==> config.mk <==
export PLATFORM = sky130hd
export DESIGN_NAME = tbm_unit
export DESIGN_NICKNAME = d
export VERILOG_FILES = /design/src/rtl/tbm_pkg.sv /design/src/rtl/tbm_mask_sel.sv /design/src/rtl/tbm_terms.sv /design/src/rtl/tbm_combine.sv /design/src/rtl/tbm_unit.sv
export SDC_FILE = /design/constraint.sdc
export NUM_CORES = 1
export LEC_CHECK = 0
export ABC_AREA = 1
export BUFFER_PORTS_ARGS = -buffer_cell sky130_fd_sc_hd__buf_2
export CORE_UTILIZATION = 40
export CTS_CLUSTER_SIZE = 24
export DETAILED_ROUTE_END_ITERATION = 16
export RECOVER_POWER = 50
export SYNTH_ARGS = -nofsm -noshare
export SYNTH_HDL_FRONTEND = slang
export SYNTH_SLANG_ARGS = --single-unit
export TNS_END_PERCENT = 100
==> constraint.sdc <==
create_clock -name clk -period 2.9 [get_ports clk]
set_input_delay 0.145 -clock clk [delete_from_list [all_inputs] [get_ports clk]]
set_output_delay 0.145 -clock clk [all_outputs]
set_load 0.005 [all_outputs]
==> src/rtl/tbm_pkg.sv <==
package tbm_pkg;
  typedef enum logic [1:0] {
    T2_NEG  = 2'b00,
    T2_DEC  = 2'b01,
    T2_INC  = 2'b10,
    T2_NINC = 2'b11
  } term2_e;

  typedef enum logic [1:0] {
    OP_OR   = 2'b00,
    OP_AND  = 2'b01,
    OP_XOR  = 2'b10,
    OP_RSVD = 2'b11
  } comb_op_e;

  localparam int unsigned MODE_W = 5;
endpackage

==> src/rtl/tbm_mask_sel.sv <==
// Effective mask selection and operand gating.
module tbm_mask_sel #(
  parameter int unsigned W = 64
) (
  input  logic [W-1:0] src,
  input  logic [W-1:0] msk,
  input  logic         msk_zero,
  output logic [W-1:0] mask,
  output logic [W-1:0] xm,
  output logic [W-1:0] outside
);
  localparam logic [W-1:0] ALL_ONES = {W{1'b1}};

  always_comb begin
    mask    = msk_zero ? ALL_ONES : msk;
    xm      = src & mask;
    outside = src & ~mask;
  end
endmodule

==> src/rtl/tbm_terms.sv <==
// Builds the two masked terms from the gated source.
module tbm_terms
  import tbm_pkg::*;
#(
  parameter int unsigned W = 64
) (
  input  logic [W-1:0] xm,
  input  logic [W-1:0] mask,
  input  logic         first_pos,
  input  term2_e       sel2,
  output logic [W-1:0] t1,
  output logic [W-1:0] t2
);
  localparam logic [W-1:0] ONE = {{(W-1){1'b0}}, 1'b1};

  logic [W-1:0] inc_v;
  logic [W-1:0] dec_v;
  logic [W-1:0] neg_v;
  logic [W-1:0] raw2;

  always_comb begin
    inc_v = xm + ONE;
    dec_v = xm - ONE;
    neg_v = (~xm) + ONE;
    unique case (sel2)
      T2_NEG:  raw2 = neg_v;
      T2_DEC:  raw2 = dec_v;
      T2_INC:  raw2 = inc_v;
      default: raw2 = ~inc_v;
    endcase
    t1 = (first_pos ? xm : ~xm) & mask;
    t2 = raw2 & mask;
  end
endmodule

==> src/rtl/tbm_combine.sv <==
// Per-bit operator, output masking and preserve merge.
module tbm_combine
  import tbm_pkg::*;
#(
  parameter int unsigned W = 64
) (
  input  logic [W-1:0] t1,
  input  logic [W-1:0] t2,
  input  logic [W-1:0] mask,
  input  logic [W-1:0] outside,
  input  logic         keep,
  input  comb_op_e     op,
  output logic [W-1:0] res,
  output logic         bad
);
  logic rsvd;
  assign rsvd = (op == OP_RSVD);
  assign bad  = rsvd;

  for (genvar i = 0; i < W; i++) begin : g_bit
    logic c;
    always_comb begin
      unique case (op)
        OP_OR:   c = t1[i] | t2[i];
        OP_AND:  c = t1[i] & t2[i];
        OP_XOR:  c = t1[i] ^ t2[i];
        default: c = 1'b0;
      endcase
      res[i] = rsvd ? 1'b0 : ((c & mask[i]) | (keep & outside[i]));
    end
  end
endmodule

==> src/rtl/tbm_unit.sv <==
// Masked trailing-bit manipulation unit, one-cycle registered.
module tbm_unit
  import tbm_pkg::*;
#(
  parameter int unsigned W = 64
) (
  input  logic              clk,
  input  logic              rst,
  input  logic              in_valid,
  input  logic [W-1:0]      src,
  input  logic [W-1:0]      msk,
  input  logic              msk_zero,
  input  logic [MODE_W-1:0] mode,
  input  logic              keep,
  output logic              out_valid,
  output logic [W-1:0]      result,
  output logic              illegal
);
  logic [W-1:0] mask_w;
  logic [W-1:0] xm_w;
  logic [W-1:0] out_w;
  logic [W-1:0] t1_w;
  logic [W-1:0] t2_w;
  logic [W-1:0] res_w;
  logic         bad_w;

  tbm_mask_sel #(.W(W)) mask_i (
    .src      (src),
    .msk      (msk),
    .msk_zero (msk_zero),
    .mask     (mask_w),
    .xm       (xm_w),
    .outside  (out_w)
  );

  tbm_terms #(.W(W)) terms_i (
    .xm        (xm_w),
    .mask      (mask_w),
    .first_pos (mode[0]),
    .sel2      (term2_e'(mode[2:1])),
    .t1        (t1_w),
    .t2        (t2_w)
  );

  tbm_combine #(.W(W)) comb_i (
    .t1      (t1_w),
    .t2      (t2_w),
    .mask    (mask_w),
    .outside (out_w),
    .keep    (keep),
    .op      (comb_op_e'(mode[4:3])),
    .res     (res_w),
    .bad     (bad_w)
  );

  always_ff @(posedge clk) begin
    if (rst) begin
      out_valid <= 1'b0;
      result    <= '0;
      illegal   <= 1'b0;
    end else begin
      out_valid <= in_valid;
      if (in_valid) begin
        result  <= res_w;
        illegal <= bad_w;
      end
    end
  end
endmodule

==> flow_summary.yaml <==
sta:
  rsz0062_at_grt: "yes"
  skew_ns: 0
  setup_ws_ns: 0.119
  fin_crit_sh_pct: 95.9
  finalHoldViolCount: 0
  tightest_slew_ns: 0.979
  slew_headroom_pct: 34.7
  max_freq_mhz: 360
  finalCriticalPeriod_ns: 2.78
  setup_viol: 0
  slew_viol_final: 0
outcome:
  run_status: "completed"
worst_hold_path:
  hold-path-cell-count: 3
  hp-start: "in_valid"
  whs_endpoint: "illegal"
  hold_class: "input pin to flop"
logic_synthesis:
  synth_seq_cells: 66
  synth-main-ff-cell: "dfxtp_1"
  synthMuxAreaShare_pct: 0
  yosys.area.top_type: "nand2_1"
  synthesis.nets: 3002
  synth_cells: 2734
  synth-simple-area-share_pct: 51.3
  synth_area_per_cell_um2: 5.23
  synth_area_um2: 14300
  ys_seq_area_share_pct: 9.24
  synth-xor-area-share_pct: 3.98
  synth_edf_count: 0
  ys_top_cells_by_area: "nand2_1, nor2_1, ha_1, dfxtp_1, inv_1"
  synth_cell_type_count: 41
  synth_top_family_by_area: "simple AND/OR/NAND/NOR gates"
  async_flop_share_pct: 0
  yosys.area_share.adder_pct: 11.4
  synth_compound_area_share_pct: 11.9
  ys.warnings.count: 0
  synth.top_cell.area_share_pct: 21.5
setup_path:
  r2r_cells: 2
  rrSetupSlack_ns: 2.22
  max_stage_delay_ns: 0.27
  arrival_ns: 3.10
  cpMostUsedCell: "buf_4"
  regToRegEndpoint: "result[22]"
  endpoint_kind: "flop"
  crit_slowest_cell: "ha_1"
  worst_setup_path_start_kind: "input pin"
  worstSetupPathType: "input pin to flop"
  path_max_fanout: 9
  cp.required_ns: 3.22
  crit_start: "msk_zero"
  reg2reg_from: "result[22]"
  crit_family: "simple AND/OR/NAND/NOR gates"
  worstPathCellList: "buf_6 > inv_6 > clkbuf_16 > buf_4 > nand2_2 > nand2_2 > buf_4 > nor2_2 > buf_4 > nand3_1 > nor2_1 > nand3_2 > o21ai_1 > buf_4 > nand3b_1 > nand3_1 > inv_1 > ha_1 > nand2_1 > o2111ai_1 > nand3_1 > a21oi_1"
  cp_num_buf_inv: 8
floorplanning:
  die_x_um: 191
  core-area_um2: 34900
  rows: 68
  die_height_um: 191
  die_area_um2: 36500
  floorplan.initialDensity_pct: 41.0
  io_pins: 204
place:
  post-place-ws_ns: -0.856
  dp_hpwl_mm: 55.2
  portBuffers: 203
  gp_congestion: 1.02
  placed_cell_area_um2: 19500
finish:
  fillCellCount: 3658
  nets: 3643
  stdcell_area_um2: 20300
  layout_common_cells: "nand2_1, buf_4, nor2_1"
  antennaDiodeCount: 0
  utilization_pct: 58.1
  layout-drive-gt1-share_pct: 27.3
  syn2layout_area_growth_pct: 41.7
  layout_commonest_cell: "nand2_1"
global_routing:
  grt_pass1_wl_mm: 105
  grt_pass1_vias: 19519
  met2_usage_pct: 62.5
  gr-usage-all-layers_pct: 37.4
  use_met1_pct: 50.2
  grt_util_met3_pct: 4.59
  grt_max_degree: 65
  grt.busiest_layer: "met2"
  antenna_found_initial: 0
  overflow: 0
pwr:
  power.share.combinational_pct: 55.0
  p_sw_share_pct: 44.1
  clock_power_share_pct: 24.4
  ir_worst_vdd_uv: 314
  total_leakage_power_nw: 10.4
  finalPower_mw: 4.82
  p_per_area_nw_per_um2: 238
  power.switching_mw: 2.12
  intPower_mw: 2.70
  p_seq_share_pct: 20.6
clock_tree:
  clk_pin_slew_ns: 0.07
  cts_buffer_depth: 2
  cts_tree: "built"
  clock_latency_ns: 0.38
  numCtsBuffers: 9
  cts-root-buf: "clkbuf_16"
  clock_sinks: 66
  h-tree-depth: 3
routing:
  routed_wl_mm: 69.0
  via_per_inst: 5.23
  dr.first_iter.drc_count: 1571
  post_drt_wl_per_cell_um: 18.0
  drc: 0
  ant_nets: 0
  drt_pass1_iterations: 6
  num_vias: 20066
run:
  cap_violations: 0
-- cells by family after synthesis --
| logic type | count (synthesis) |
|---|---|
| AND/OR/NAND/NOR | 1756 |
| adder cells (fa/ha/maj) | 130 |
| XOR/XNOR | 65 |
| buffers and inverters | 439 |
| flip-flops | 66 |
| AO/OA/AOI/OAI | 278 |
-- power groups by stage --
stage | combinational (mW) | clock, mW | sequential (mW)
2_1_floorplan | 1.43 | 0 | 1.02
3_3_place_gp | 2.47 | 0 | 1.01
3_5_place_dp | 2.56 | 0 | 1.01
4_1_cts | 2.58 | 1.19 | 0.992
5_1_grt | 2.94 | 1.22 | 1.00
6_report | 2.65 | 1.17 | 0.993
-- registers in the layout, indices dropped and copies added (netlist names) --
name and flops:
illegal 1, out_valid 1, result 64
-- what timing repair did --
action                                  4_1_cts  5_1_grt
setup buffers                                 0        3
gates resized for setup                       9      106
pin swaps                                     0       15
gates cloned                                  0        2
endpoints found under the setup margin        7       42
hold buffers                                  1        0
endpoints found under the hold margin         3        0
-- cell usage after synthesis (2+ instances only) --
| cell | n |
|---|---|
| clkbuf_1 | 60 |
| nor2_4 | 4 |
| nand3b_1 | 5 |
| o22ai_1 | 3 |
| a21o_1 | 2 |
| xnor2_1 | 7 |
| and2_1 | 3 |
| nand2_2 | 36 |
| nand4_1 | 22 |
| o21ai_1 | 16 |
| xor2_1 | 58 |
| buf_2 | 3 |
| a31oi_1 | 3 |
| nor2_1 | 517 |
| inv_1 | 325 |
| a21oi_1 | 73 |
| inv_2 | 22 |
| nand3_1 | 203 |
| o21bai_1 | 14 |
| buf_1 | 18 |
| o21ai_2 | 2 |
| nor3_2 | 2 |
| o211ai_1 | 3 |
| o21ai_0 | 95 |
| nand2_1 | 819 |
| or2_2 | 6 |
| nor3_1 | 74 |
| ha_1 | 130 |
| dfxtp_1 | 66 |
| a21oi_2 | 3 |
| nand3_2 | 3 |
| buf_6 | 7 |
| o2111ai_1 | 63 |
| and3_1 | 2 |
| nor2_2 | 59 |
-- worst max-delay path by stage --
stage          cells past startpoint          to  slack, ns
2_1_floorplan                     21  result[36]       0.36
3_3_place_gp                      20  result[37]      -0.86
3_5_place_dp                      22  result[53]      -0.86
4_1_cts                           22  result[53]       0.04
5_1_grt                           23  result[57]      -0.03
6_report                          22  result[51]       0.12
-- tightest hold or removal path, delay by kind of cell --
family / cells / cell delay, ns
buf+inv: 1 / 0.11
simple gates: 2 / 0.15
-- cell type report --
type	instances	area, um2	area share [%]
multi-input combinational	2229	11600	57.5
inverter	349	1320	6.49
clock inverter	4	25.0	0.124
sequential	66	1320	6.52
tap	455	569	2.81
timing repair buffer	720	5110	25.2
clock buffer	12	267	1.32
-- stage by stage --
stage	hold WS [ns]	setup TNS (ns)	std cells
after detailed placement	0.381	-13.66	3813
after CTS	0.0625	0	3830
after floorplan	0.325	0	2734
final	0.0683	0	3835
after global placement	0.377	-11.82	3813
after global routing	0.116	-0.0839	3835
-- layer usage --
metal,wire [um],up-vias
li1,-,9933
met1,31800,9258
met2,31000,764
met3,4430,111
met4,1730,0
met5,0,-
No activity file was read; power rests on OpenSTA's default activity.
